[src/rtl/iga_pkg.sv]
package iga_pkg;

  // Tag-writing grants still allowed to the group, given the held tags.
  function automatic int tag_budget(input int cap, input int held);
    return (held < cap) ? (cap - held) : 0;
  endfunction

endpackage

[src/rtl/iga_unit_pick.sv]
module iga_unit_pick #(
  parameter int NUM_REQ = 4
) (
  input  logic               enable,
  input  logic [NUM_REQ-1:0] free_req,
  input  logic [NUM_REQ-1:0] req_tag,
  input  logic               unit_wait,
  input  logic               tag_room,
  output logic [NUM_REQ-1:0] gnt,
  output logic               took_tag
);

  logic [NUM_REQ-1:0] tag_block;
  logic [NUM_REQ-1:0] elig;

  always_comb begin
    tag_block = req_tag & {NUM_REQ{unit_wait | ~tag_room}};
    elig      = free_req & ~tag_block;
    gnt       = enable ? (elig & (~elig + 1'b1)) : '0;
    took_tag  = |(gnt & req_tag);
  end

endmodule

[src/rtl/iga_grant_reg.sv]
module iga_grant_reg #(
  parameter int W = 8
) (
  input  logic         clk,
  input  logic         rst_n,
  input  logic         enable,
  input  logic [W-1:0] d,
  output logic [W-1:0] q
);

  logic         load;
  logic [W-1:0] q_nxt;
  logic         hist_ok;

  always_comb begin
    load  = enable | (|q);
    q_nxt = load ? d : q;
  end

  always_ff @(posedge clk or negedge rst_n) begin
    if (!rst_n) q <= '0;
    else        q <= q_nxt;
  end

  always_ff @(posedge clk or negedge rst_n) begin
    if (!rst_n) hist_ok <= 1'b0;
    else        hist_ok <= 1'b1;
  end

  p_copy_r9: assert property (@(posedge clk) disable iff (!rst_n)
    hist_ok |-> (q == $past(d)))
    else $error("grant_q is not last cycle grant");

endmodule

[src/rtl/issue_grant_arbiter.sv]
module issue_grant_arbiter #(
  parameter int NUM_REQ = 4,
  parameter int NUM_FU  = 2,
  parameter int TAG_CAP = 1
) (
  input  logic                      clk,
  input  logic                      rst_n,
  input  logic                      enable,
  input  logic                      throttle_en,
  input  logic [NUM_REQ-1:0]        req_valid,
  input  logic [NUM_REQ-1:0]        req_tag,
  input  logic [NUM_FU-1:0]         unit_wait,
  output logic [NUM_FU*NUM_REQ-1:0] grant,
  output logic [NUM_FU*NUM_REQ-1:0] grant_q
);

  localparam int GW    = NUM_FU * NUM_REQ;
  localparam int CNT_W = $clog2(NUM_FU + 1) + 1;

  int                 budget;
  logic [NUM_REQ-1:0] taken [NUM_FU+1];
  logic [CNT_W-1:0]   used  [NUM_FU+1];
  logic [NUM_FU-1:0]  tag_vec;

  assign budget   = iga_pkg::tag_budget(TAG_CAP, $countones(unit_wait));
  assign taken[0] = '0;
  assign used[0]  = '0;

  for (genvar u = 0; u < NUM_FU; u++) begin : g_unit
    logic [NUM_REQ-1:0] row;
    logic               room;
    logic               took;

    assign room = ~throttle_en | (int'(used[u]) < budget);

    iga_unit_pick #(.NUM_REQ(NUM_REQ)) i_pick (
      .enable   (enable),
      .free_req (req_valid & ~taken[u]),
      .req_tag  (req_tag),
      .unit_wait(unit_wait[u]),
      .tag_room (room),
      .gnt      (row),
      .took_tag (took)
    );

    assign taken[u+1]                 = taken[u] | row;
    assign used[u+1]                  = used[u] + CNT_W'(took);
    assign grant[u*NUM_REQ +: NUM_REQ] = row;
    assign tag_vec[u]                 = |(grant[u*NUM_REQ +: NUM_REQ] & req_tag);

    p_unit_single_r3: assert property (@(posedge clk) disable iff (!rst_n)
      $onehot0(grant[u*NUM_REQ +: NUM_REQ]))
      else $error("unit has more than one grant");

    p_wait_no_tag_r5: assert property (@(posedge clk) disable iff (!rst_n)
      unit_wait[u] |-> !(|(grant[u*NUM_REQ +: NUM_REQ] & req_tag)))
      else $error("waiting unit given tag writer");
  end

  for (genvar r = 0; r < NUM_REQ; r++) begin : g_req
    logic [NUM_FU-1:0] col;
    for (genvar u = 0; u < NUM_FU; u++) begin : g_col
      assign col[u] = grant[u*NUM_REQ + r];
    end
    p_req_single_r4: assert property (@(posedge clk) disable iff (!rst_n)
      $onehot0(col))
      else $error("request granted twice");
  end

  iga_grant_reg #(.W(GW)) i_reg (
    .clk   (clk),
    .rst_n (rst_n),
    .enable(enable),
    .d     (grant),
    .q     (grant_q)
  );

  p_idle_r1: assert property (@(posedge clk) disable iff (!rst_n)
    !enable |-> (grant == '0))
    else $error("grant while disabled");

  p_valid_only_r2: assert property (@(posedge clk) disable iff (!rst_n)
    (taken[NUM_FU] & ~req_valid) == '0)
    else $error("invalid request granted");

  p_cap_r7: assert property (@(posedge clk) disable iff (!rst_n)
    throttle_en |-> (($countones(tag_vec) == 0) ||
                     ($countones(tag_vec) + $countones(unit_wait) <= TAG_CAP)))
    else $error("tag budget exceeded");

  p_count_r7: assert property (@(posedge clk) disable iff (!rst_n)
    int'(used[NUM_FU]) == $countones(tag_vec))
    else $error("tag count mismatch");

endmodule

[config.mk]
export PLATFORM = sky130hd
export DESIGN_NAME = issue_grant_arbiter
export DESIGN_NICKNAME = d
export VERILOG_FILES = /design/src/rtl/iga_pkg.sv /design/src/rtl/iga_unit_pick.sv /design/src/rtl/iga_grant_reg.sv /design/src/rtl/issue_grant_arbiter.sv
export SDC_FILE = /design/constraint.sdc
export NUM_CORES = 1
export LEC_CHECK = 0
export BUFFER_PORTS_ARGS = -buffer_cell sky130_fd_sc_hd__buf_2
export CORE_AREA = 5 5 42 44
export DETAILED_ROUTE_END_ITERATION = 8
export DIE_AREA = 0 0 47 49
export GPL_ROUTABILITY_DRIVEN = 0
export HOLD_SLACK_MARGIN = 0.03
export PLACE_DENSITY = 0.82
export SYNTH_ARGS = -nofsm -noshare
export SYNTH_HDL_FRONTEND = slang
export SYNTH_SLANG_ARGS = --single-unit
[constraint.sdc]
create_clock -name clk -period 2.4 [get_ports clk]
set_input_delay 0.48 -clock clk [delete_from_list [all_inputs] [get_ports clk]]
set_output_delay 0.48 -clock clk [all_outputs]
set_load 0.01 [all_outputs]
**Yosys cells after proc, flatten, opt, wreduce, memory -nomap -nowiden**

Cells that the tools add are included.

- Bits in registers: 8
- Input bits: 14
- Output and inout port bits: 16
- Word-level logic and storage cells: 34

- Add/sub/neg operators: 4
- Order comparisons: 3
- Mux-type cells: 3
- Bitwise gates (word level): 21
- Reductions and logical operators: 2

Operators by type and width:

| operator | count |
|---|---|
| 4-bit AND | 8 |
| 1-bit by 32-bit less-than comparator with 1-bit output, first input constant | 1 |
| 2-bit by 32-bit less-than comparator with 1-bit output | 1 |
| 32-bit 2-to-1 mux | 1 |
| 4-bit NOT | 5 |
| 4-bit by 1-bit adder with 4-bit output, second input constant | 2 |
| 4-bit 2-to-1 mux | 2 |
| 8-bit OR reduction | 1 |
| 1-bit OR | 5 |
| 4-bit OR reduction | 1 |
| 1-bit NOT | 3 |
| 1-bit by 2-bit subtractor with 3-bit output, first input constant | 1 |
| 1-bit by 1-bit adder with 2-bit output | 1 |
| 2-bit by 1-bit less-than comparator with 1-bit output, second input constant | 1 |

**Longest topological paths before layout**

- Word-level depth: 27
- Mapped depth: 6
- Mapped depth without buffers: 6

**Cells and area by module**

From an unflattened synthesis, not the netlist that was laid out.

- Cells, all modules: 69
- Area total of the unflattened synthesis: 658.1 µm²

By module, submodules not included:

| module | instances | cells an instance | area each (µm²) | sequential area each (µm²) |
|---|---|---|---|---|
| iga_grant_reg | 1 | 27 | 315.3 | 200.2 |
| iga_unit_pick | 2 | 18 | 150.1 | 0.0 |
| issue_grant_arbiter | 1 | 6 | 42.5 | 0.0 |

**Worst setup path before layout**

No wires, ideal clock.

- Path type: input to output
- Start point: input enable
- End point: output grant[6]
- Arrival time: 1948 ps
- Data required time: 1920 ps
- Path slack: -28 ps
- Cell stages on the path: 5
- Buffers on the path: 0
- Cell sequence: and3_1 a2111oi_4 o21ai_2 a311oi_2 nor4b_1

- Cells in the longest elaborated chain, start to end: 14
- Elaborated cells between the ends (all ways): 16
- Classes of those cells: add/sub: 1; order compare: 1; mux: 2; bitwise: 11; reduce/logical: 1

RTL lines:

| element | RTL line | source |
|---|---|---|
| start, declared | issue_grant_arbiter.sv:8 | `input logic enable,` |
| 4-bit 2-to-1 mux | iga_unit_pick.sv:19 | `gnt = enable ? (elig & (~elig + 1'b1)) : '0;` |
| 4-bit AND | iga_unit_pick.sv:20 | `took_tag = \|(gnt & req_tag);` |
| 4-bit OR reduction | iga_unit_pick.sv:20 |  |
| 2-bit by 32-bit less-than comparator with 1-bit output | issue_grant_arbiter.sv:34 | `assign room = ~throttle_en \| (int'(used[u]) < budget);` |
| 1-bit OR | issue_grant_arbiter.sv:34 |  |
| 1-bit NOT | iga_unit_pick.sv:17 | `tag_block = req_tag & {NUM_REQ{unit_wait \| ~tag_room}};` |
| 1-bit OR | iga_unit_pick.sv:17 |  |
| 4-bit AND | iga_unit_pick.sv:17 |  |
| 4-bit NOT | iga_unit_pick.sv:18 | `elig = free_req & ~tag_block;` |
| 4-bit AND | iga_unit_pick.sv:18 |  |
| 4-bit NOT | iga_unit_pick.sv:19 |  |
| 4-bit by 1-bit adder with 4-bit output | iga_unit_pick.sv:19 |  |
| 4-bit AND | iga_unit_pick.sv:19 |  |
| 4-bit 2-to-1 mux (*) | iga_unit_pick.sv:19 |  |
| end, declared | issue_grant_arbiter.sv:13 | `output logic [NUM_FU*NUM_REQ-1:0] grant,` |

Mark *: on every way between the ends. The rest lies on a longest branch, timed or not.

**Worst setup path after layout**

- Start point: input req_tag[0]
- End point: output grant[6]

- Cells in the longest elaborated chain, start to end: 20
- Elaborated cells between the ends (all ways): 22
- Classes of those cells: add/sub: 2; order compare: 1; mux: 2; bitwise: 16; reduce/logical: 1

RTL lines:

| element | RTL line | source |
|---|---|---|
| start, declared | issue_grant_arbiter.sv:11 | `input logic [NUM_REQ-1:0] req_tag,` |
| 4-bit AND | iga_unit_pick.sv:17 |  |
| 4-bit NOT | iga_unit_pick.sv:18 |  |
| 4-bit AND | iga_unit_pick.sv:18 |  |
| 4-bit NOT | iga_unit_pick.sv:19 |  |
| 4-bit by 1-bit adder with 4-bit output | iga_unit_pick.sv:19 |  |
| 4-bit AND | iga_unit_pick.sv:19 |  |
| 4-bit 2-to-1 mux | iga_unit_pick.sv:19 |  |
| 4-bit AND | iga_unit_pick.sv:20 |  |
| (+4 left out) | n/a |  |
| 1-bit OR | iga_unit_pick.sv:17 |  |
| 4-bit AND | iga_unit_pick.sv:17 |  |
| 4-bit NOT | iga_unit_pick.sv:18 |  |
| 4-bit AND (*) | iga_unit_pick.sv:18 |  |
| 4-bit NOT | iga_unit_pick.sv:19 |  |
| 4-bit by 1-bit adder with 4-bit output | iga_unit_pick.sv:19 |  |
| 4-bit AND (*) | iga_unit_pick.sv:19 |  |
| 4-bit 2-to-1 mux (*) | iga_unit_pick.sv:19 |  |

Marked as above.

==> impl_metrics.ini <==
[die]
fp-row-count = 14
initial_core_util_pct = 38.6
num_io_pins = 30
die_h_um = 49
core_area_sq_um = 1400
die-area_sq_um = 2300
die_width_um = 47

[grt]
grt_pass1_wl_mm = 3.06
grt_remaining_overflow = 0
grt_pass1_vias = 677
grt.total_usage_pct = 18.7
antenna_found_initial = 0
grt_start_max_net_pins = 9

[run_status]
status = finished, violations left
violations = negative setup slack

[sta]
grt_setup_unrepaired = yes
period_share_pct = 111
timing.fmax_ghz = 0.374
relSlewSlack_pct = 74.4
drv_slew = 0
worst_pin_slew_ns = 0.383
fin_ws_ns = -0.271
holdWs_ns = 0.0530
setup_viol = 4
min_period_ns = 2.67
finalSetupTns_ns = -0.718
finalHoldViolCount = 0

[detailed_routing]
drt_iter0_drc = 25
avgRoutedWirePerCell_um = 17.6
vias_per_cell = 5.49
vias = 725
dr_wl_met3_um = 179
m1WireLength_um = 828
drt_pass1_iterations = 4
wl_met2_mm = 1.26
drt-total-wl_mm = 2.33
antenna_left = 0
dr.max_layer_used = met4
drc = 0

[power]
power.leakage_uw = 0.000536
p_comb_share_pct = 40.7
pwr-share-clk_pct = 24.5
switching_share_pct = 32.0
pwr-share-seq_pct = 34.7
ir_worst_vdd_mv = 0.191
powerDensity_nw_per_um2 = 386
intPower_uw = 278
p_sw_uw = 130

[logic_synthesis]
synth_edf_count = 0
netlist.area_leader.share_pct = 37.0
syn_nets = 73
yosysTopAreaCell = dfrtp_1
ys_ff_latch = 8
synthesis.yosys.warnings = 0
synthFlopType = dfrtp_1
syn-cell-area_sq_um = 541
seq_area_frac_synth_pct = 37.0
ys_async_sr_fraction_pct = 100
synthTopCellsByArea = dfrtp_1, nand2_1, a311oi_2
syn_area_per_cell_sq_um = 9.16
syn-instance-count = 59
synthDistinctLibCells = 21

[final_layout]
syn_to_final_growth_pct = 95.8
design_area_sq_um = 1060
fin_cells = 132
largest_reg_flops = 8
top_regs = i_reg.q: 8 flops
finalNetCount = 132
drive_above_1_share_pct = 65.5
largest_register = i_reg.q
num_antenna_cells = 0

[critical_path]
critPathCaptureType = output port
worstPathRequired_ns = 1.92
endpoint = grant[6]
crit_start = req_tag[0]
startpoint_type = input pin
criticalPathCategory = input pin to output port
cp_max_fo = 3
arrival_ns = 2.19

[clock_network]
clock_sinks = 8
cts_tree = yes
max-clock-path-buffers = 2
cts-root-buf = clkbuf_4
cts_buffers = 3
clk_pin_slew_ns = 0.05
cts-htree-levels = 1
ctsHoldBuffers = 0

[placed_design]
post_dp_cell_area_sq_um = 885
post-dp-hpwl_mm = 1.38
place_inst = 127
port_buffers = 29

[job]
cap_viol_max_count = 0

[hold_path]
min_path_type = input pin to asynchronous set/reset pin
## cells in the mapped netlist, drive strengths merged (2+ instances only)
library cell,number
and2,3
inv,5
nor2,6
nor4b,2
nor3b,4
a311oi,2
nor4,2
o21ai,6
a21oi,4
dfrtp,8
nand2,11
## power by group through the flow
stage / combinational, uW / clock [uW] / sequential (uW)
floorplan: 48.6 / 0 / 148
global placement: 123 / 0 / 144
detailed placement: 128 / 0 / 144
CTS: 146 / 102 / 142
global route: 177 / 110 / 142
finish: 166 / 100 / 142
## logic make-up after synthesis
kind of cell    Yosys count  synth area share (%)
simple gates             32                  32.4
flops                     8                  37.0
buf+inv                   5                  3.47
compound gates           14                  27.1
## through the flow
stage / power [uW] / util [%] / worst slack, ns
after floorplan: 197 / - / -0.0146
after global routing: 429 / 75.5 / -0.325
after detailed placement: 272 / 63.1 / -0.238
after CTS: 390 / 71.7 / -0.125
after global placement: 267 / 63.1 / -0.172
final: 408 / 75.5 / -0.271
## worst max-delay path, stage by stage
cell and delay, ns:
buf_6 0.09, and3_4 0.18, a2111oi_4 0.42, o21ai_4 0.13, a311oi_2 0.37, nor4b_2 0.33, buf_2 0.19
## timing repair
| item | 4_1_cts | 5_1_grt |
|---|---|---|
| setup buffers | 1 | 1 |
| pin swaps | 8 | 4 |
| gates resized for setup | 20 | 7 |
| setup endpoints to repair | 4 | 4 |
| gates cloned | 0 | 0 |
## routing by layer
layer | GRT usage [%] | vias to the layer above
met1 | 21.6 | 341
met2 | 29.6 | 50
li1 | - | 326
met4 | 13.4 | 0
met5 | 0 | -
met3 | 2.58 | 8
## cells in the final DEF, fill, tap and decap left out, types with 2 or more instances in the layout
master	Yosys	final
and2_1	3	3
nand2_1	11	9
inv_1	4	4
nand2_4	0	2
o21ai_4	1	5
clkbuf_4	0	3
nor2_1	6	6
a21oi_1	3	3
buf_6	0	7
buf_4	0	25
a311oi_2	2	2
dfrtp_1	8	8
nor3b_1	4	3
buf_2	0	22
## final cells by class
cell class              count  area [sq um]
clock buffers               3          22.5
fillers                    90           343
inverters                   5          18.8
multi-input cells          46           420
flip-flops and latches      8           200
well taps                  16          20.0
repair buffers             54           377
## worst min-delay path by stage
| stage | start | to | slack, ns |
|---|---|---|---|
| global route | rst_n | i_reg.q[7] | 0.06 |
| global placement | rst_n | i_reg.q[5] | 0.32 |
| detailed placement | rst_n | i_reg.q[7] | 0.32 |
| finish | rst_n | i_reg.q[7] | 0.05 |
| floorplan | rst_n | i_reg.q[0] | 0.18 |
| CTS | rst_n | i_reg.q[7] | 0.05 |
Note: power is estimated with default switching activity, not from simulation.
